<file path="src/rtl/tick_timer_pkg.sv">
package tick_timer_pkg;
    typedef enum logic [1:0] {
        MODE_OFF     = 2'b00,
        MODE_RESTART = 2'b01,
        MODE_ONESHOT = 2'b10,
        MODE_CONT    = 2'b11
    } tmr_mode_e;
endpackage

</file>
<file path="src/rtl/tmr_count.sv">
module tmr_count
    import tick_timer_pkg::*;
#(
    parameter int PER_W = 28,
    localparam int CNT_W = PER_W + 4
) (
    input  logic             clk,
    input  logic             rst_n,
    input  logic             tick_en,
    input  logic             wr_any,
    input  logic             wr_cnt,
    input  logic [CNT_W-1:0] wdata,
    input  logic [PER_W-1:0] period,
    input  tmr_mode_e        mode,
    output logic [CNT_W-1:0] cnt_o,
    output logic             match_o
);
    typedef struct packed {
        logic [CNT_W-1:0] cnt;
        logic             run;
    } cnt_st_t;

    cnt_st_t          st_d, st_q;
    logic [CNT_W-1:0] cnt_inc_d;
    logic             adv_d;
    logic             match_d;

    always_comb begin
        st_d      = st_q;
        cnt_inc_d = st_q.cnt + CNT_W'(1);
        adv_d     = tick_en && st_q.run && !wr_any;
        match_d   = adv_d && (cnt_inc_d[PER_W-1:0] == period);
        if (wr_any) begin
            st_d.run = 1'b1;
            if (wr_cnt) st_d.cnt = wdata;
        end else if (adv_d) begin
            st_d.cnt = cnt_inc_d;
            if (match_d) begin
                case (mode)
                    MODE_RESTART: st_d.cnt = '0;
                    MODE_ONESHOT: st_d.run = 1'b0;
                    default:      ;
                endcase
            end
        end
    end

    always_ff @(posedge clk) begin
        if (!rst_n) begin
            st_q.cnt <= '0;
            st_q.run <= 1'b1;
        end else begin
            st_q <= st_d;
        end
    end

    assign cnt_o   = st_q.cnt;
    assign match_o = match_d;


    restart_clear_chk: assert property (@(posedge clk) disable iff (!rst_n)
        (match_o && mode == MODE_RESTART) |=> (cnt_o == '0));

    oneshot_hold_chk: assert property (@(posedge clk) disable iff (!rst_n)
        (!st_q.run && !wr_any) |=> $stable(cnt_o));

    cont_run_chk: assert property (@(posedge clk) disable iff (!rst_n)
        (match_o && mode == MODE_CONT) |=> (cnt_o == $past(cnt_o) + CNT_W'(1)));

    write_wins_chk: assert property (@(posedge clk) disable iff (!rst_n)
        wr_cnt |=> (cnt_o == $past(wdata)));
endmodule

</file>
<file path="src/rtl/tmr_ctrl.sv">
module tmr_ctrl
    import tick_timer_pkg::*;
#(
    parameter int PER_W = 28,
    localparam int REG_W = PER_W + 4
) (
    input  logic             clk,
    input  logic             rst_n,
    input  logic             wr_ctl,
    input  logic [REG_W-1:0] wdata,
    input  logic             match,
    output tmr_mode_e        mode_o,
    output logic [PER_W-1:0] period_o,
    output logic             pend_o,
    output logic [REG_W-1:0] reg_o
);
    typedef struct packed {
        tmr_mode_e        mode;
        logic             ie;
        logic             pend;
        logic [PER_W-1:0] period;
    } ctl_st_t;

    ctl_st_t st_d, st_q;

    always_comb begin
        st_d = st_q;
        if (wr_ctl) begin
            st_d.mode   = tmr_mode_e'(wdata[REG_W-1 -: 2]);
            st_d.ie     = wdata[PER_W+1];
            st_d.pend   = st_q.pend & wdata[PER_W];
            st_d.period = wdata[PER_W-1:0];
        end else if (match && st_q.ie) begin
            st_d.pend = 1'b1;
        end
    end

    always_ff @(posedge clk) begin
        if (!rst_n) st_q <= '0;
        else        st_q <= st_d;
    end

    assign mode_o   = st_q.mode;
    assign period_o = st_q.period;
    assign pend_o   = st_q.pend;
    assign reg_o    = st_q;


    pend_needs_ie_chk: assert property (@(posedge clk) disable iff (!rst_n)
        $rose(pend_o) |-> $past(match && st_q.ie));

    pend_sticky_chk: assert property (@(posedge clk) disable iff (!rst_n)
        (pend_o && !(wr_ctl && !wdata[PER_W])) |=> pend_o);
endmodule

</file>
<file path="src/rtl/tick_timer.sv">
module tick_timer
    import tick_timer_pkg::*;
#(
    parameter int PER_W = 28,
    localparam int REG_W = PER_W + 4
) (
    input  logic             clk,
    input  logic             rst_n,
    input  logic             tick_en,
    input  logic             wr_en,
    input  logic             wr_sel,
    input  logic [REG_W-1:0] wr_data,
    input  logic             rd_sel,
    output logic [REG_W-1:0] rd_data,
    output logic             irq_o
);
    tmr_mode_e        mode;
    logic [PER_W-1:0] period;
    logic [REG_W-1:0] cnt;
    logic [REG_W-1:0] ctl_word;
    logic             match;
    logic             pend;

    tmr_count #(.PER_W(PER_W)) u_count (
        .clk     (clk),
        .rst_n   (rst_n),
        .tick_en (tick_en),
        .wr_any  (wr_en),
        .wr_cnt  (wr_en && !wr_sel),
        .wdata   (wr_data),
        .period  (period),
        .mode    (mode),
        .cnt_o   (cnt),
        .match_o (match)
    );

    tmr_ctrl #(.PER_W(PER_W)) u_ctrl (
        .clk      (clk),
        .rst_n    (rst_n),
        .wr_ctl   (wr_en && wr_sel),
        .wdata    (wr_data),
        .match    (match),
        .mode_o   (mode),
        .period_o (period),
        .pend_o   (pend),
        .reg_o    (ctl_word)
    );

    assign rd_data = rd_sel ? ctl_word : cnt;
    assign irq_o   = pend;


    no_match_on_write_chk: assert property (@(posedge clk) disable iff (!rst_n)
        wr_en |-> !match);
endmodule

</file>
<file path="config.mk">
export PLATFORM = sky130hd
export DESIGN_NAME = tick_timer
export DESIGN_NICKNAME = d
export VERILOG_FILES = /design/src/rtl/tick_timer_pkg.sv /design/src/rtl/tmr_count.sv /design/src/rtl/tmr_ctrl.sv /design/src/rtl/tick_timer.sv
export SDC_FILE = /design/constraint.sdc
export NUM_CORES = 1
export LEC_CHECK = 0
export BUFFER_PORTS_ARGS = -buffer_cell sky130_fd_sc_hd__buf_2
export CAP_MARGIN = 15
export CORE_ASPECT_RATIO = 0.6
export CORE_MARGIN = 1.5
export CORE_UTILIZATION = 55
export CTS_CLUSTER_SIZE = 24
export DETAILED_ROUTE_END_ITERATION = 7
export PLACE_DENSITY = 0.85
export SYNTH_ARGS = -nofsm -noshare
export SYNTH_HDL_FRONTEND = slang
export SYNTH_HIERARCHICAL = 1
export SYNTH_SLANG_ARGS = --single-unit
</file>
<file path="constraint.sdc">
create_clock -name clk -period 8.7 [get_ports clk]
set_input_delay 0.435 -clock clk [delete_from_list [all_inputs] [get_ports clk]]
set_output_delay 0.435 -clock clk [all_outputs]
set_load 0.01 [all_outputs]
</file>
; ---- Word level (Yosys, flattened, before mapping)
; Cells that the tools add are included.
[totals]
elab_cells = 35
register_bits = 65
inputBits = 38
out_inout_bits = 33
[op_classes]
n_addsub = 1
n_eq_ne = 4
reduce_logical = 13
n_bitwise = 2
muxes = 9
[op_table]
columns = op, n
row1 = 33-bit two-way mux, 3
row2 = 32-bit two-way mux, 3
row3 = "32-bit by 1-bit adder with 32-bit output, second input constant", 1
row4 = 28-bit equality test, 1
row5 = 1-bit logical AND, 6
row6 = 2-bit nonzero test, 2
row7 = 1-bit two-way mux, 3
row8 = 3-bit AND reduction, 1
row9 = "2-bit by 1-bit equality test with 1-bit output, second input constant", 1
row10 = "2-bit equality test, second input constant", 1
row11 = 1-bit logical NOT, 2
row12 = "2-bit by 1-bit inequality test with 1-bit output, second input constant", 1
row13 = 2-bit AND reduction, 1
row14 = 2-bit OR reduction, 1
row15 = 1-bit AND, 1
row16 = 1-bit NOT, 1

; ---- Logic depth before layout (Yosys ltp)
; Gate-level depths: netlist of run 1.
[logic_depth]
depth_word = 6
mapped_depth = 13

; ---- Modules after synthesis
; The synthesis of run 1 kept the hierarchy.
[by_module_without_submodules]
columns = mod, area_per_inst_um2, n_inst, cells_per_inst, seq_area_each_um2
row1 = tmr_count, 3074.2, 1, 423, 660.6
row2 = tmr_ctrl, 1410.1, 1, 137, 640.6
row3 = tick_timer, 556.8, 1, 38, 0.0

; ---- Least setup slack after synthesis of run 1
; Ideal clock, no wire load.
[synth_timing]
path_type = register to register
from = register u_count/cnt_o[0] (netlist name)
to = register u_count/cnt_o[0] (netlist name)
arrival_ns = 2.930
stages_incl_launch_ff = 13
required_ns = 8.583
setup_time_ns = 0.117
slack_ns = 5.653
path_buffers = 2
path_cell_list = dfxtp_1 -> ha_1 -> nand4_1 -> or4_1 -> clkbuf_1 -> xor2_1 -> o21ai_0 -> or4_1 -> nor2_1 -> a31oi_1 -> buf_2 -> mux2_2 -> a32o_1
[synth_via]
elab_chain_cells = 6
word_cells_on_any_way = 7
classes_between = add/sub (1) / eq/ne (1) / mux (4) / reduce/logical (1)
[synth_rtl]
columns = element, line
row1 = 32-bit by 1-bit adder with 32-bit output (*), tmr_count.sv:30  ; cnt_inc_d = st_q.cnt + CNT_W'(1);
row2 = 28-bit equality test, tmr_count.sv:32  ; match_d = adv_d && (cnt_inc_d[PER_W-1:0] == period);
row3 = 1-bit logical AND, tmr_count.sv:32
row4 = 33-bit two-way mux (*), tmr_count.sv:38  ; if (match_d) begin
row5 = 33-bit two-way mux (*), tmr_count.sv:36  ; end else if (adv_d) begin
row6 = 33-bit two-way mux (*), tmr_count.sv:33  ; if (wr_any) begin
; Every way passes the cells marked *; elsewhere a longest branch is shown, timed or not. The select of a mux whose other input is x is not followed.
; A chain may end at the register's enable or synchronous reset.

; ---- Worst setup path in the final report of run 1
[layout_timing]
from = register u_count/cnt_o[0] (netlist name)
to = register u_count/cnt_o[31] (netlist name)
[layout_via]
elab_chain_cells = 6
word_cells_on_any_way = 7
classes_between = add/sub (1) / eq/ne (1) / mux (4) / reduce/logical (1)
[layout_rtl]
columns = element, line
row1 = 32-bit by 1-bit adder with 32-bit output (*), tmr_count.sv:30
row2 = 28-bit equality test, tmr_count.sv:32
row3 = 1-bit logical AND, tmr_count.sv:32
row4 = 33-bit two-way mux (*), tmr_count.sv:38
row5 = 33-bit two-way mux (*), tmr_count.sv:36
row6 = 33-bit two-way mux (*), tmr_count.sv:33
; Marks and branches as above.

==> metrics, run 1 <==
cell accounting for the most synthesized area=dfxtp_1; VDD IR max=0.0978 mV; final setup vio count=0; # DRC=0; Die Wd=127 um; wire per inst=20.4 um; Max Slew Vio Count=0; Post-Syn Nets=637; Hold Path Sink=u_ctrl/period_o[11]; worst-skew pair later-pin latency=0.34 ns; period utilisation layout=48.1%; reg2reg start=u_count/cnt_o[0]; die height=77.2 um; final design utilization=58.5%; setup TNS=0 ns; startpoint types=flop; Worst Hold Depth=3; max-cap violations=0; Placed Cells=675; Post-synth ARST share=0%; Initial Util=58.0%; Synth area leaders=dfxtp_1 (26%), buf_4 (9.4%), mux2_4 (8.9%); Final Skew=0.00801 ns; CTS tree=built; Final Hold Viols=0; Clock transition at path regs=0.05 ns; r2r setup slk=4.52 ns; Placeable Area=0.00869 sq mm; share of layout cells above drive strength 1=22.5%; Relative slew margins=23.8%; Post-Syn Area=0.00504 sq mm; final wirelength=14,100 um; Final Power=0.816 mW; Synth top area share=25.8%; critical hold path startpoint=wr_data[11]; footprint of the multi-input gates=0.00294 sq mm; grt total ovfl=0; 1st-iter DRT viols=649; dpl hpwl=9760 um; I/O Buffers=70; area delta synth->final=0.819%; FP Rows=26; gr usage total=29.3%; synth warn=6; CTS max path bufs=2; full die area=0.00977 sq mm; status=finished, final reports clean; via count=4,481; RSZ-0062 raised after global routing=false; minimum clock period=4.18 ns; post-CTS resize count=0; Antenna Cells=0; largest net degree at the start of global routing=42; HP Class=in -> reg; top cells by count, synth=dfxtp_1 (65), buf_4 (63), nor2_1 (48); non-filler instance count after layout=691; static leakage=1.93 nW; FF-to-FF End=u_count/cnt_o[31]; dpl cell area=0.00479 sq mm; worst-margin pin slew=1.14 ns; WHS=0.355 ns; Final GP Congestion=1.02; Crit. End Element=flop; flops & latches, synth=65; number of fill cells in the layout=783; I/O Pins=71; CP Class=reg -> reg; PD cells=161 mW/mm^2; Critical Path Fanout Max=17; Setup WS pre-CTS=4.65 ns; count leader, synth=dfxtp_1; CTS H-tree depth=3; post-CTS setup buffer count=0; vias in the first global route=4,173; Worst Setup Slack, final=4.52 ns; syn avg cell area=8.43 sq um; WP data arrival=4.36 ns; Root Buffer=clkbuf_16; Num CTS Buffers=9; initial antenna violation count=0; cells on worst reg2reg path=11; vias per cell=6.48; Routed Antenna Nets=0; TritonCTS Sinks=65; CTS Hold Bufs=0; DR pass1 iterations=7; Primary FF master, synth=dfxtp_1; sequential area share after synthesis=25.8%; register area=0.00130 sq mm; final instance area=0.00508 sq mm; worst path required time=8.87 ns; Synth Instances=598; # nets final=614; EDFF count, synth=0; FMAX=239 MHz; Synth cell types=59; global-route wire length before repair=22,400 um
## sequential cells by signal, indices dropped and copies added (netlist names)
register         flops
u_ctrl/pend_o        1
u_ctrl/reg_o         1
u_ctrl/mode_o        2
u_count/cnt_o       32
u_count/st_q         1
u_ctrl/period_o     28
## how the worst max path moves through the flow
| stage | to | depth (start not counted) | slack [ns] | startpoint |
|---|---|---|---|---|
| 2_1_floorplan | u_count/cnt_o[0] | 12 | 5.65 | u_count/cnt_o[0] |
| 3_3_place_gp | u_count/cnt_o[18] | 10 | 4.91 | u_count/cnt_o[2] |
| 3_5_place_dp | u_count/cnt_o[31] | 10 | 4.65 | u_count/cnt_o[2] |
| 4_1_cts | u_count/cnt_o[31] | 10 | 4.63 | u_count/cnt_o[2] |
| 5_1_grt | u_count/cnt_o[18] | 10 | 4.27 | u_count/cnt_o[2] |
| 6_report | u_count/cnt_o[31] | 11 | 4.52 | u_count/cnt_o[0] |
## where the power goes
part	switching [mW]	internal, mW
combinational	0.0795	0.0683
sequential	0.0256	0.313
clock	0.132	0.198
total	0.237	0.580
## layout make-up
class                      count  area share (%)
tap                          112            2.76
clock inverter                 3           0.345
sequential                    65            25.6
multi-input combinational    415            57.8
inverter                       9           0.665
timing repair buffer          75            8.03
clock buffer                  12            4.85
## critical path, cell delays in order (launching register included)
cell       delay [ns]
dfxtp_1          0.43
ha_1             0.33
nand4_1          0.33
nor3_2           0.47
nand4_1          0.30
o2bb2ai_1        0.21
or4_1            0.57
nor2_1           0.17
a31oi_1          0.14
o21ai_2          0.56
buf_4            0.37
o22ai_1          0.13
## cell families (layout without fill, tap and decap cells)
family                     Yosys count  count (layout)  share of synthesized area [%]
AOI/OAI and AO/OA                  122             122                           15.6
xor gates and xnor gates            36              36                           6.25
adders and majority gates            1               1                          0.248
buffers and inverters              118              99                           16.1
DFF                                 65              65                           25.8
muxes                               65              65                           16.0
and+or+nand+nor                    191             191                           20.1
## per-layer routing
metal  global-route usage, %  vias to the layer above  wire length (um)
met5                       0                        -                 0
met4                    8.97                        0               141
met3                    7.33                       19              1510
met2                    41.7                      262              5830
met1                    43.0                     2137              6600
li1                        -                     2063                 -
## cell usage in the layout, fill, tap and decap left out, types with 4 or more instances in the layout
| master | count |
|---|---|
| buf_2 | 70 |
| dfxtp_1 | 65 |
| nor2_1 | 48 |
| nand2_1 | 37 |
| mux2i_1 | 32 |
| mux2_4 | 30 |
| o22ai_1 | 27 |
| o21ai_0 | 26 |
| xnor2_1 | 25 |
| a21oi_1 | 21 |
| nor3_1 | 17 |
| nand4_1 | 15 |
| nand3_1 | 14 |
| nor4_1 | 13 |
| xor2_1 | 11 |
| clkbuf_16 | 9 |
| inv_1 | 9 |
| and4_1 | 8 |
| nand3b_1 | 6 |
| and2_1 | 6 |
| a31oi_1 | 6 |
| a22oi_1 | 6 |
| o31ai_1 | 5 |
| or4_1 | 5 |
| o2bb2ai_1 | 5 |
| o211ai_1 | 4 |
| buf_4 | 4 |
Note: power is estimated with default switching activity, not from simulation.
==> inputs of run 2 (changes only) <==
clock period = 4 ns   (was 8.7 ns; I/O delays follow)
==> metrics, run 2 (synthesized netlist as in run 1, its figures left out) <==
status=finished, final reports clean; Final Power=1.93 mW (+140%); sequence of cells on the critical path=ha_1 -> nand4_1 -> nor3_2 -> nand4_1 -> o2bb2ai_1 -> or4_1 -> nor2_1 -> a31oi_1 -> buf_4 -> mux2_2 -> a32o_1; worst path required time=4.23 ns (-4.64 ns); minimum clock period=3.67 ns (-0.515 ns); critical path depth=11 (unchanged); # nets final=622 (+1.3%); Sequential Power Share=38.2% (-3.3 points); Max Slew Vio Count=0 (unchanged); Num CTS Buffers=9 (unchanged); dpl hpwl=9860 um (+1.0%); HP Class=in -> reg; commonest non-fill, non-tap cell in the layout=buf_2; Buf+Inv Stages, Crit Path=1 (unchanged); I/O Buffers=70 (unchanged); non-filler instance count after layout=700 (+1.3%); switch share=27.6% (-1.4 points); vias in the first global route=4,088 (-2.0%); CP delay by family, top=simple AND/OR/NAND/NOR gates; 1st-iter DRT viols=699 (+7.7%); setup TNS=0 ns (unchanged); final wirelength=14,000 um (-0.96%); Initial Util=58.0% (unchanged); area delta synth->final=3.15%; FP Rows=26 (unchanged); Worst path max stage delay=0.60 ns (+0.03 ns); final design utilization=59.9% (+1.4 points); cells on worst reg2reg path=11 (unchanged); worst-margin pin slew=1.10 ns (-0.0401 ns); wire per inst=19.9 um (-2.2%); Worst path slowest cell=or4_1; Placeable Area=0.00869 sq mm (unchanged); routed length on met2=5650 um (-3.2%); full die area=0.00977 sq mm (unchanged); I/O Pins=71 (unchanged); reg2reg start=u_count/cnt_o[0]; clock power share=44.9% (+4.5 points); VDD IR max=0.187 mV (+92%); max FFs per register=32 (unchanged); Worst Setup Slack, final=0.330 ns (-4.19 ns); post-CTS setup buffer count=0 (unchanged); internal power=1.39 mW (+140%); TritonCTS Sinks=65 (unchanged); CP Class=reg -> reg; CTS tree=built; initial antenna violation count=0 (unchanged); static leakage=2.00 nW (+3.6%); Final Hold Viols=0 (unchanged); Antenna Cells=0 (unchanged); CTS Hold Bufs=0 (unchanged); CTS max path bufs=2 (unchanged); CTS H-tree depth=3 (unchanged); gr usage total=28.7% (-0.62 points); grt total ovfl=0 (unchanged); die height=77.2 um (unchanged); share of layout cells above drive strength 1=23.8% (+1.4 points); highest routed layer=met4; Root Buffer=clkbuf_16; PD cells=370 mW/mm^2 (+130%); Critical Path Fanout Max=10 (-7); global-route wire length before repair=21,700 um (-3.1%); M1 wire length=6500 um (-1.4%); Combinational Power Share=16.9% (-1.2 points); post-CTS resize count=0 (unchanged); final instance area=0.00520 sq mm (+2.3%); commonest non-fill, non-tap cells in the layout=buf_2 (70), dfxtp_1 (65), nor2_1 (48); Final Skew=0.00747 ns (-0.000546 ns); DR pass1 iterations=6 (-1); startpoint types=flop; most used cell, CP=nand4_1; Placed Cells=683 (+1.2%); switching pwr=0.531 mW (+120%); period utilisation layout=91.7% (+44 points); critical path launch point=u_count/cnt_o[0]; met3 wire length=1630 um (+7.6%); max-cap violations=0 (unchanged); r2r setup slk=0.33 ns (-4.19 ns); RSZ-0062 raised after global routing=false; largest net degree at the start of global routing=42 (unchanged); Setup WS pre-CTS=0.423 ns (-4.22 ns); Final GP Congestion=1.03 (+1.5%); dpl cell area=0.00486 sq mm (+1.5%); WHS=0.115 ns (-0.240 ns); Die Wd=127 um (unchanged); # DRC=0 (unchanged); FMAX=272 MHz (+14%); WP data arrival=3.90 ns (-0.46 ns); Crit. End Element=flop; CP endpoint=u_count/cnt_o[0]; Clock transition at path regs=0.06 ns (about the same); Relative slew margins=26.5% (+2.7 points); Routed Antenna Nets=0 (unchanged); final setup vio count=0 (unchanged); via count=4,532 (+1.1%); vias per cell=6.47 (-0.16%); worst-skew pair later-pin latency=0.34 ns (about the same); FF-to-FF End=u_count/cnt_o[0]
[run 2: worst reg2reg max path: cells and delay by family (launching register included)]
kind | cells | cell delay [ns]
AO/OA/AOI/OAI | 3 | 0.55
adder cells (fa/ha/maj) | 1 | 0.30
buffers and inverters | 1 | 0.23
flip-flops | 1 | 0.42
multiplexers | 1 | 0.28
AND/OR/NAND/NOR | 5 | 1.78
[run 2: metal layers]
layer,track usage (%),vias to the layer above
met5,0,-
met4,7.59,0
met3,9.63,24
met2,40.4,266
met1,41.3,2166
li1,-,2076
[run 2: layout make-up]
| type | count | area, sq um |
|---|---|---|
| multi-input cells | 415 | 2940 |
| inverters | 9 | 33.8 |
| fillers | 780 | 3490 |
| clock buffers | 11 | 243 |
| repair buffers | 83 | 468 |
| flip-flops and latches | 65 | 1300 |
| well taps | 112 | 140 |
| clock inverters | 5 | 78.8 |
[run 2: worst min-delay path by stage]
| stage | start | to | depth (start not counted) |
|---|---|---|---|
| finish | wr_data[11] | u_ctrl/period_o[11] | 3 |
| global route | wr_data[3] | u_ctrl/period_o[3] | 3 |
| CTS | rst_n | u_count/st_q[0] | 2 |
| detailed placement | rst_n | u_count/st_q[0] | 2 |
| global placement | wr_data[5] | u_ctrl/period_o[5] | 3 |
| floorplan | rst_n | u_count/st_q[0] | 1 |
[run 2: power by group through the flow]
| stage | clock network [mW] | registers (mW) | logic, mW |
|---|---|---|---|
| final | 0.864 | 0.735 | 0.326 |
| after global routing | 0.902 | 0.741 | 0.349 |
| after global placement | 0 | 0.744 | 0.309 |
| after floorplan | 0 | 0.722 | 0.289 |
| after detailed placement | 0 | 0.748 | 0.317 |
| after CTS | 0.870 | 0.734 | 0.319 |
==> inputs of run 3 (changes only) <==
CTS_BUF_LIST = sky130_fd_sc_hd__clkbuf_8 sky130_fd_sc_hd__clkbuf_16   (was not set)
==> metrics, run 3 (synthesized netlist as in run 1, its figures left out) <==
CTS H-tree depth=3 (unchanged); # nets final=622 (unchanged); Relative slew margins=26.5% (about the same); minimum clock period=3.67 ns (+0.000707 ns); WHS=0.116 ns (+0.000860 ns); setup TNS=0 ns (unchanged); largest net degree at the start of global routing=42 (unchanged); Setup WS pre-CTS=0.423 ns (unchanged); FP Rows=26 (unchanged); Worst Setup Slack, final=0.329 ns (-0.000707 ns); HP Class=in -> reg; PD cells=370 mW/mm^2 (-0.16%); internal power=1.39 mW (-0.18%); Placed Cells=683 (unchanged); period utilisation layout=91.8% (about the same); Worst path max stage delay=0.60 ns (about the same); Routed Antenna Nets=0 (unchanged); die height=77.2 um (unchanged); # DRC=0 (unchanged); Critical Path Fanout Max=10 (unchanged); switch share=27.6% (about the same); via count=4,526 (-0.13%); static leakage=2.01 nW (+0.21%); CTS tree=built; Die Wd=127 um (unchanged); startpoint types=flop; VDD IR max=0.187 mV (about the same); footprint of the multi-input gates=0.00294 sq mm (unchanged); RSZ-0062 raised after global routing=false; TritonCTS Sinks=65 (unchanged); 1st-iter DRT viols=703 (+0.57%); I/O Buffers=70 (unchanged); Antenna Cells=0 (unchanged); worst-skew pair later-pin latency=0.34 ns (about the same); Final Skew=0.00719 ns (-0.000275 ns); worst path required time=4.23 ns (about the same); Final Power=1.92 mW (-0.16%); CTS Hold Bufs=0 (unchanged); initial antenna violation count=0 (unchanged); share of layout cells above drive strength 1=23.8% (unchanged); vias per cell=6.47 (-0.13%); full die area=0.00977 sq mm (unchanged); Crit. End Element=flop; Initial Util=58.0% (unchanged); clock power share=44.8% (about the same); number of fill cells in the layout=780 (unchanged); final setup vio count=0 (unchanged); Sequential Power Share=38.3% (about the same); Worst path slowest cell=or4_1; non-filler instance count after layout=700 (unchanged); Placeable Area=0.00869 sq mm (unchanged); commonest non-fill, non-tap cell in the layout=buf_2; global-route wire length before repair=21,700 um (unchanged); worst-margin pin slew=1.10 ns (-0.000303 ns); CP Class=reg -> reg; register area=0.00130 sq mm (unchanged); grt total ovfl=0 (unchanged); FMAX=272 MHz (about the same); Combinational Power Share=17.0% (about the same); Final GP Congestion=1.03 (unchanged); final wirelength=14,000 um (about the same); max-cap violations=0 (unchanged); CTS max path bufs=2 (unchanged); sequence of cells on the critical path=ha_1 -> nand4_1 -> nor3_2 -> nand4_1 -> o2bb2ai_1 -> or4_1 -> nor2_1 -> a31oi_1 -> buf_4 -> mux2_2 -> a32o_1; Root Buffer=clkbuf_16; wire per inst=19.9 um (about the same); area delta synth->final=3.15% (unchanged); vias in the first global route=4,088 (unchanged); post-CTS resize count=0 (unchanged); commonest non-fill, non-tap cells in the layout=buf_2 (70), dfxtp_1 (65), nor2_1 (48); post-CTS setup buffer count=0 (unchanged); DR pass1 iterations=6 (unchanged); gr usage total=28.7% (unchanged); Max Slew Vio Count=0 (unchanged); final instance area=0.00520 sq mm (unchanged); final design utilization=59.9% (unchanged); dpl hpwl=9860 um (unchanged); Final Hold Viols=0 (unchanged); switching pwr=0.530 mW (about the same); status=finished, final reports clean; WP data arrival=3.90 ns (about the same); Num CTS Buffers=9 (unchanged); I/O Pins=71 (unchanged); Clock transition at path regs=0.06 ns (about the same); max FFs per register=32 (unchanged); dpl cell area=0.00486 sq mm (unchanged); most used cell, CP=nand4_1
[run 3: cell count changes in the layout (fill, tap and decap cells not counted), sizes merged]
cell / before / now
inv: 9 / 10
clkbuf: 11 / 10
[run 3: cell type report]
cell class                      instances  area share [%]
Clock buffer                           10            4.60
Clock inverter                          6            1.59
Tap cell                              112            2.69
Inverter                                9           0.650
Timing Repair Buffer                   83            9.00
Multi-Input combinational cell        415            56.4
Sequential cell                        65            25.0
[run 3: per-layer routing]
layer	track usage (%)	wire length, um	up-vias	share of wire [%]
met5	0	0	-	0
met4	7.59	167	0	1.2
met3	9.63	1650	24	12
met2	40.4	5650	268	41
met1	41.3	6480	2158	46
li1	-	-	2076	-
[run 3: power by group through the flow]
| stage | registers, mW | logic (mW) | clock network [mW] |
|---|---|---|---|
| floorplan | 0.722 | 0.289 | 0 |
| global placement | 0.744 | 0.309 | 0 |
| detailed placement | 0.748 | 0.317 | 0 |
| CTS | 0.734 | 0.319 | 0.867 |
| global route | 0.741 | 0.349 | 0.900 |
| finish | 0.736 | 0.326 | 0.861 |
[run 3: critical path, delay by kind of cell, from the launching register on]
family                     cells  cell delay (ns)
DFF                            1             0.42
AOI/OAI and AO/OA              3             0.55
and+or+nand+nor                5             1.78
adders and majority gates      1             0.30
muxes                          1             0.28
buffers and inverters          1             0.23
[run 3: final timing paths]
| kind | from | to | slack [ns] | depth (start not counted) |
|---|---|---|---|---|
| worst max-delay path | u_count/cnt_o[0] | u_count/cnt_o[0] | 0.33 | 11 |
| worst min-delay path | wr_data[11] | u_ctrl/period_o[11] | 0.12 | 3 |
| worst min register to register | u_count/st_q[0] | u_count/st_q[0] | 0.53 | 2 |
| worst max register to register | u_count/cnt_o[0] | u_count/cnt_o[0] | 0.33 | 11 |
